**src/rtl/hmul2_pkg.sv**
```systemverilog
package hmul2_pkg;
  localparam int EXP_W   = 5;
  localparam int FRAC_W  = 10;
  localparam int HALF_W  = 1 + EXP_W + FRAC_W;
  localparam int SIG_W   = FRAC_W + 1;
  localparam int PROD_W  = 2 * SIG_W;
  localparam int ESUM_W  = EXP_W + 2;
  localparam int EXP_TOP = (1 << EXP_W) - 1;
  localparam int BIAS    = (1 << (EXP_W - 1)) - 1;

  localparam logic [HALF_W-1:0] QNAN_PAT = {1'b0, {EXP_W{1'b1}}, 1'b1, {(FRAC_W-1){1'b0}}};

  typedef enum logic [1:0] {
    CLS_NORM = 2'd0,
    CLS_ZERO = 2'd1,
    CLS_INF  = 2'd2,
    CLS_NAN  = 2'd3
  } prod_cls_e;

  typedef struct packed {
    logic                      sign;
    prod_cls_e                 cls;
    logic signed [ESUM_W-1:0]  esum;
    logic [PROD_W-1:0]         prod;
  } stage1_t;
endpackage

```
**src/rtl/hmul2_lane_mult.sv**
```systemverilog
module hmul2_lane_mult
  import hmul2_pkg::*;
(
  input  logic              clk,
  input  logic              rst_n,
  input  logic              en,
  input  logic [HALF_W-1:0] op_x,
  input  logic [HALF_W-1:0] op_y,
  output stage1_t           st_q
);
  logic [EXP_W-1:0]  ex, ey;
  logic [FRAC_W-1:0] fx, fy;
  logic x_zero, y_zero, x_inf, y_inf, x_nan, y_nan;
  stage1_t st_d;

  assign ex = op_x[HALF_W-2 -: EXP_W];
  assign ey = op_y[HALF_W-2 -: EXP_W];
  assign fx = op_x[FRAC_W-1:0];
  assign fy = op_y[FRAC_W-1:0];

  always_comb begin
    x_zero = (ex == '0);
    y_zero = (ey == '0);
    x_inf  = (ex == EXP_W'(EXP_TOP)) && (fx == '0);
    y_inf  = (ey == EXP_W'(EXP_TOP)) && (fy == '0);
    x_nan  = (ex == EXP_W'(EXP_TOP)) && (fx != '0);
    y_nan  = (ey == EXP_W'(EXP_TOP)) && (fy != '0);
  end

  always_comb begin
    st_d.sign = op_x[HALF_W-1] ^ op_y[HALF_W-1];
    if (x_nan || y_nan || (x_zero && y_inf) || (x_inf && y_zero))
      st_d.cls = CLS_NAN;
    else if (x_inf || y_inf)
      st_d.cls = CLS_INF;
    else if (x_zero || y_zero)
      st_d.cls = CLS_ZERO;
    else
      st_d.cls = CLS_NORM;
    st_d.esum = $signed({2'b00, ex}) + $signed({2'b00, ey}) - ESUM_W'(BIAS);
    st_d.prod = {1'b1, fx} * {1'b1, fy};
  end

  always_ff @(posedge clk) begin
    if (en) begin
      st_q <= st_d;
    end
  end

  a_r8_nan_operand: assert property (@(posedge clk) disable iff (!rst_n)
    en && ((ex == EXP_W'(EXP_TOP) && fx != '0) || (ey == EXP_W'(EXP_TOP) && fy != '0))
    |=> st_q.cls == CLS_NAN);

  a_r9_zero_times_inf: assert property (@(posedge clk) disable iff (!rst_n)
    en && ((ex == '0 && ey == EXP_W'(EXP_TOP) && fy == '0) ||
           (ey == '0 && ex == EXP_W'(EXP_TOP) && fx == '0))
    |=> st_q.cls == CLS_NAN);

  a_r5_flush_operand: assert property (@(posedge clk) disable iff (!rst_n)
    en && (ex == '0 || ey == '0) && ex != EXP_W'(EXP_TOP) && ey != EXP_W'(EXP_TOP)
    |=> st_q.cls == CLS_ZERO);
endmodule

```
**src/rtl/hmul2_lane_pack.sv**
```systemverilog
module hmul2_lane_pack
  import hmul2_pkg::*;
(
  input  logic              clk,
  input  logic              rst_n,
  input  logic              en,
  input  stage1_t           st,
  output logic [HALF_W-1:0] res_q
);
  logic signed [ESUM_W-1:0] e_norm;
  logic [FRAC_W-1:0]        frac_n;
  logic [HALF_W-1:0]        res_d;
  logic [HALF_W-2:0]        inf_mag;

  assign inf_mag = {{EXP_W{1'b1}}, {FRAC_W{1'b0}}};

  always_comb begin
    if (st.prod[PROD_W-1]) begin
      e_norm = st.esum + ESUM_W'(1);
      frac_n = st.prod[PROD_W-2 -: FRAC_W];
    end else begin
      e_norm = st.esum;
      frac_n = st.prod[PROD_W-3 -: FRAC_W];
    end
  end

  always_comb begin
    unique case (st.cls)
      CLS_NAN:  res_d = QNAN_PAT;
      CLS_INF:  res_d = {st.sign, inf_mag};
      CLS_ZERO: res_d = {st.sign, {(HALF_W-1){1'b0}}};
      default: begin
        if (e_norm > $signed(ESUM_W'(EXP_TOP - 1)))
          res_d = {st.sign, inf_mag};
        else if (e_norm < $signed(ESUM_W'(1)))
          res_d = {st.sign, {(HALF_W-1){1'b0}}};
        else
          res_d = {st.sign, e_norm[EXP_W-1:0], frac_n};
      end
    endcase
  end

  always_ff @(posedge clk) begin
    if (en) begin
      res_q <= res_d;
    end
  end

  a_r8_qnan_out: assert property (@(posedge clk) disable iff (!rst_n)
    en && st.cls == CLS_NAN |=> res_q == QNAN_PAT);

  a_r10_inf_out: assert property (@(posedge clk) disable iff (!rst_n)
    en && st.cls == CLS_INF |=> res_q[HALF_W-2:0] == inf_mag && res_q[HALF_W-1] == $past(st.sign));

  a_r3_sign_xor: assert property (@(posedge clk) disable iff (!rst_n)
    en && st.cls != CLS_NAN |=> res_q[HALF_W-1] == $past(st.sign));

  a_r12_hold: assert property (@(posedge clk) disable iff (!rst_n)
    !en |=> $stable(res_q));
endmodule

```
**src/rtl/hmul2_top.sv**
```systemverilog
module hmul2_top
  import hmul2_pkg::*;
#(
  parameter int LANES = 2
) (
  input  logic                     clk,
  input  logic                     rst_n,
  input  logic                     in_valid,
  input  logic [LANES*HALF_W-1:0]  a,
  input  logic [LANES*HALF_W-1:0]  b,
  output logic                     out_valid,
  output logic [LANES*HALF_W-1:0]  y
);
  localparam int SYNC_W = 2;

  logic [SYNC_W-1:0] rst_sync_q;
  logic              rst_int_n;
  logic              v1_q, v1_d;
  logic              v2_q, v2_d;

  always_ff @(posedge clk or negedge rst_n) begin
    if (!rst_n) rst_sync_q <= '0;
    else        rst_sync_q <= {rst_sync_q[SYNC_W-2:0], 1'b1};
  end
  assign rst_int_n = rst_sync_q[SYNC_W-1];

  always_comb begin
    v1_d = in_valid;
    v2_d = v1_q;
  end

  always_ff @(posedge clk or negedge rst_int_n) begin
    if (!rst_int_n) begin
      v1_q <= 1'b0;
      v2_q <= 1'b0;
    end else begin
      v1_q <= v1_d;
      v2_q <= v2_d;
    end
  end

  assign out_valid = v2_q;

  for (genvar g = 0; g < LANES; g++) begin : g_lane
    stage1_t st_q;

    hmul2_lane_mult u_mult (
      .clk   (clk),
      .rst_n (rst_int_n),
      .en    (in_valid),
      .op_x  (a[g*HALF_W +: HALF_W]),
      .op_y  (b[g*HALF_W +: HALF_W]),
      .st_q  (st_q)
    );

    hmul2_lane_pack u_pack (
      .clk   (clk),
      .rst_n (rst_int_n),
      .en    (v1_q),
      .st    (st_q),
      .res_q (y[g*HALF_W +: HALF_W])
    );
  end

  a_r2_latency_on: assert property (@(posedge clk) disable iff (!rst_int_n)
    in_valid |=> ##1 out_valid);

  a_r2_latency_off: assert property (@(posedge clk) disable iff (!rst_int_n)
    !in_valid |=> ##1 !out_valid);

  a_r12_y_hold: assert property (@(posedge clk) disable iff (!rst_int_n)
    !v1_q |=> $stable(y));
endmodule

```
**config.mk**
```make
export PLATFORM = sky130hd
export DESIGN_NAME = hmul2_top
export DESIGN_NICKNAME = d
export VERILOG_FILES = /design/src/rtl/hmul2_pkg.sv /design/src/rtl/hmul2_lane_mult.sv /design/src/rtl/hmul2_lane_pack.sv /design/src/rtl/hmul2_top.sv
export SDC_FILE = /design/constraint.sdc
export NUM_CORES = 1
export LEC_CHECK = 0
export BUFFER_PORTS_ARGS = -buffer_cell sky130_fd_sc_hd__clkbuf_2
export CORE_UTILIZATION = 60
export DETAILED_ROUTE_END_ITERATION = 6
export PLACE_DENSITY = 0.91
export RECOVER_POWER = 100
export REMOVE_ABC_BUFFERS = 1
export SLEW_MARGIN = 10
export SYNTH_ARGS = -nofsm -noshare
export SYNTH_HDL_FRONTEND = slang
export SYNTH_SLANG_ARGS = --single-unit
```
**constraint.sdc**
```tcl
create_clock -name clk -period 0.8 [get_ports clk]
set_input_delay 0.08 -clock clk [delete_from_list [all_inputs] [get_ports clk]]
set_output_delay 0.08 -clock clk [all_outputs]
set_load 0.01 [all_outputs]
```
==> impl_results.md, run 1 <==
* Synthesized cell area at 11500 um^2
* Max Root-Sink Buffers at 2
* Gr ovfl total at 187
* GP Congestion at 0.963
* Run status: did not finish
* CTS Sinks at 80
* Synth cell types at 67
* Synth Register Bits at 80
* Run Error: [ERROR GRT-0232] Routing congestion too high. Check the congestion heatmap in the GUI.
* Root Buffer: clkbuf_16
* Number of enable flip-flop cells after synthesis at 76
* Prevailing post-synth register cell: edfxtp_1
* CTS Buf Count at 9
* Area contributors post-synth: fa_1 (28%), edfxtp_1 (20%), ha_1 (14%)
* Die Ht at 140 um
* Register area share after synthesis at 20.7%
* Initial core utilization at 61.3%
* Async S/R FF share, synth at 5.00%
* Synth top area share at 27.9%
* Gr usage total at 84.0%
* Synth area leader: fa_1
* DP Worst Slack at -4230 ps
* Synthesized area per cell at 9.62 um^2
* Yosys warning count at 0
* CTS H-tree lvls at 3
* Largest net degree at the start of global routing at 46
* Cells after synthesis at 1196
* Die Wd at 140 um
* Port Buf Inserts at 99
* Dpl hpwl at 25900 um
* Failing step: global routing
* Boundary pin count at 100
* Placed cells at 1694
* Row count at 50
## cells in the mapped netlist, types with 3 or more instances
cell and number:
and3_1 8, fa_1 160, inv_1 232, mux2i_1 21, nand2b_1 9, xor2_1 18
nor4_1 9, nand2_1 134, edfxtp_1 76, a21oi_1 35, xnor2_1 35, ha_1 126
and4_1 3, nand4_1 10, dfrtp_1 4, a31oi_1 3, buf_2 8, and2_1 80
o21ai_0 23, a211oi_1 7, nor3_1 6, a21o_1 15, o211ai_1 4, nor2_1 60
or4_1 5, o21bai_1 4, clkbuf_1 36, nand3_1 18
## what timing repair did
action                                  4_1_cts
hold buffers                                  1
cloned                                        5
pin swaps                                   172
endpoints found under the setup margin      135
hold endpoints to repair                      2
gates resized for setup                     358
setup buffers                                55
## through the flow
step                setup TNS (ps)  hold slack, ps  util, %  cell area [um^2]
detailed placement         -146910            -128     73.0             13700
global placement           -137610            -130     73.0             13700
floorplan                  -144220            -216        -             11300
CTS                        -133380            28.6     86.0             16100
## logic make-up after synthesis
kind of cell / share of synthesized area (%)
flip-flops: 20.7
adder cells (fa/ha/maj): 41.6
other: 0.0326
AND/OR/NAND/NOR: 15.7
XOR/XNOR: 4.04
buffers and inverters: 9.22
multiplexers: 1.83
AO/OA/AOI/OAI: 6.94
## metal layers
| metal | overflow | global-route usage (%) |
|---|---|---|
| met5 | 1 | 58.4 |
| met1 | 6 | 80.8 |
| met3 | 3 | 74.4 |
| met4 | 77 | 90.0 |
| met2 | 100 | 95.0 |
==> run 2: changes to the inputs <==
Settings changed: CORE_UTILIZATION 60 to 40, PLACE_DENSITY 0.91 to default, PLACE_DENSITY_LB_ADDON from default to 0.15.
==> impl_results.md, run 2 <==
* CTS H-tree lvls at 3
* Initial core utilization at 41.1%
* Clock Skew at 5.80 ps
* Worst setup margin at -3520 ps
* Antenna viol nets, final at 0
* Post-Layout Cell Count at 1927
* Area contributors post-synth: fa_1 (28%), edfxtp_1 (20%), ha_1 (14%)
* Top achievable clock speed at 232 MHz
* Max Root-Sink Buffers at 2
* CP Capture Type: flop
* Failing checks: setup timing
* Synth top area share at 27.9%
* Hold/Removal Path Class: reg -> async
* Critical path's slowest cell: fa_1
* Unrepaired setup endpoints after global routing: true
* Port Buf Inserts at 99
* Gr usage total at 20.1%
* Async S/R FF share, synth at 5.00%
* Fin. Hold Viols at 0
* Largest net degree at the start of global routing at 35
* Maxcap violations at 0
* Post-synthesis xor/xnor area fraction at 4.04%
* Crit start category: input port
* Run status: complete, but fails checks
* Post-Synth Simple-Gate Area at 15.7%
* Synthesized area per cell at 9.62 um^2
* CP bufs+invs at 3
* Die Ht at 172 um
* CTS Sinks at 80
* Yosys warning count at 0
* Period utilization at 540%
* Boundary pin count at 100
* Fill cell count at 2319
* Total area of sequential cells at 2380 um^2
* Core area at 28000 um^2
* Commonest non-fill, non-tap cell in the layout: buf_4
* Cell mode on critical path: fa_1
* Mux contribution to synthesized area at 1.83%
* CTS Buf Count at 9
* Wire length of the first global-routing pass at 46700 um
* Post-synthesis compound-gate area fraction at 6.94%
* Final min period at 4320 ps
* CP max FO at 6
* CTS clock-pin slew for the worst setup and hold paths at 60 ps
* Biggest regs: g_lane.u_mult.st_q (44), g_lane.u_pack.res_q (32), rst_sync_q (2)
* Residual DRC at 0
* Vias per cell at 4.81
* Cells after synthesis at 1196
* Die Area at 29400 um^2
* Biggest register: g_lane.u_mult.st_q
* Post-Synth Adder-Cell Area at 41.6%
* Synth area leader: fa_1
* Number of enable flip-flop cells after synthesis at 76
* Worst-Skew Late Latency at 330 ps
* Pleak at 0.00804 uW
* Row count at 61
* Nets at 1898
* Gr ovfl total at 0
* Util after Layout at 60.1%
* CP delay by family, top: adder cells
* Dpl hpwl at 22700 um
* Area growth, synth to finish at 46.4%
* Peak VDD IR at 0.00329 V
* Synth Register Bits at 80
* Root Buffer: clkbuf_16
* Rel. slew slack at 54.2%
* DR vias at 9276
* Wire per inst at 15.3 um
* CP peak stage delay at 590 ps
* GP Congestion at 0.872
* Share of layout cells above drive strength 1 at 41.4%
* Prevailing post-synth register cell: edfxtp_1
* Worst Hold Margin at 36.1 ps
* Antenna violations before repair at 0
* Crit path cell chain: clkbuf_16 -> and2_4 -> fa_1 -> fa_1 -> fa_1 -> fa_1 -> inv_1 -> fa_1 -> inv_2 -> ha_4 -> nand2_4 -> a211o_1 -> a2111o_1 -> nand3b_1 -> a21oi_2 -> xnor2_1
* Measured slew at the worst slew-check pin at 687 ps
* Power Density at 3480 nW/um^2
* Final setup fails at 146
* Synth top cells by count: inv_1 (232), fa_1 (160), nand2_1 (134)
* DP Worst Slack at -4040 ps
* TritonCTS clock tree: built
* Most frequent cells in the layout: buf_4 (214), inv_1 (203), fa_1 (148)
* Initial DRT Pass Iterations at 7
* Largest family of logic cells by synthesized area: adder cells
* Crit path arrival time at 4400 ps
* Pwr Total at 58500 uW
* Worst EP required at 880 ps
* Placed cells at 1862
* Die Wd at 172 um
* Synth cell types at 67
* Final WL at 29400 um
* Initial DRC Count at 347
* Most frequent cell after synthesis: inv_1
* Synthesized cell area at 11500 um^2
* Diode count at 0
* CP Class: in -> reg
* Register area share after synthesis at 20.7%
* Multi-input logic area at 9480 um^2
* Number of flip-flops in the largest register at 44
* Slew Viols, Final at 0
* Number of global-route vias before repair at 9382
==> run 2: final timing paths <==
path	depth (start not counted)	end	startpoint	slack, ps
max	16	g_lane[1].u_mult.st_q[19]$_DFFE_PP_	a[21]	-3520
min	0	out_valid$_DFF_PN0_	rst_sync_q[1]$_DFF_PN0_	40
max reg2reg	8	g_lane[0].u_pack.res_q[7]$_DFFE_PP_	g_lane[0].u_mult.st_q[22]$_DFFE_PP_	-1240
min reg2reg	0	out_valid$_DFF_PN0_	rst_sync_q[1]$_DFF_PN0_	40
max in group asynchronous	2	rst_sync_q[1]$_DFF_PN0_	rst_n	600
min in group clk	2	g_lane[1].u_mult.st_q[31]$_DFFE_PP_	a[31]	80
==> run 2: area by class of cell <==
class / instances / area share [%]
well taps: 378 / 2.81
inverters: 232 / 5.20
clock buffers: 10 / 1.36
flip-flops and latches: 80 / 14.2
clock inverters: 5 / 0.334
repair buffers: 382 / 19.8
multi-input cells: 840 / 56.3
==> run 2: stage by stage <==
step / instance area (um^2) / TNS (ps)
after CTS: 16100 / -125630
after floorplan: 11300 / -144220
after global routing: 16800 / -137170
after detailed placement: 14100 / -142210
final: 16800 / -128890
after global placement: 14100 / -140890
==> run 2: kinds of logic after synthesis <==
kind of cell,after synthesis
adder cells (fa/ha/maj),286
XOR/XNOR,53
multiplexers,21
AO/OA/AOI/OAI,117
buffers and inverters,277
flip-flops,80
AND/OR/NAND/NOR,361
other,1
==> run 2: worst register-to-register path, stage by stage, from the launching register on <==
cell and delay [ps]:
edfxtp_1 450, ha_4 320, nand2_4 60, o31ai_4 240, a31oi_1 130, a21oi_2 170
nand4bb_4 220, clkbuf_16 180, nor2_1 40
==> run 2: per-layer routing <==
metal / vias up / GRT usage [%] / share of wire, % / wire [um]
met2: 154 / 35.0 / 50 / 14700
met5: - / 0 / 0 / 0
met3: 25 / 1.20 / 2.8 / 816
met1: 4570 / 27.9 / 46 / 13600
li1: 4527 / - / - / -
met4: 0 / 3.49 / 0.93 / 273
==> run 2: repair_timing <==
action / in CTS / in global routing
endpoints found under the hold margin: 2 / 0
setup endpoints to repair: 135 / 136
gates cloned: 5 / 1
gates resized for setup: 315 / 158
hold buffers: 1 / 0
buffers inserted: 29 / 23
pin swaps: 125 / 103
==> run 2: report_power, final <==
part	internal, uW	switching [uW]
clock	2400	1550
combinational	24600	22500
sequential	6960	616
total	33900	24600
No activity file was read; power rests on OpenSTA's default activity.
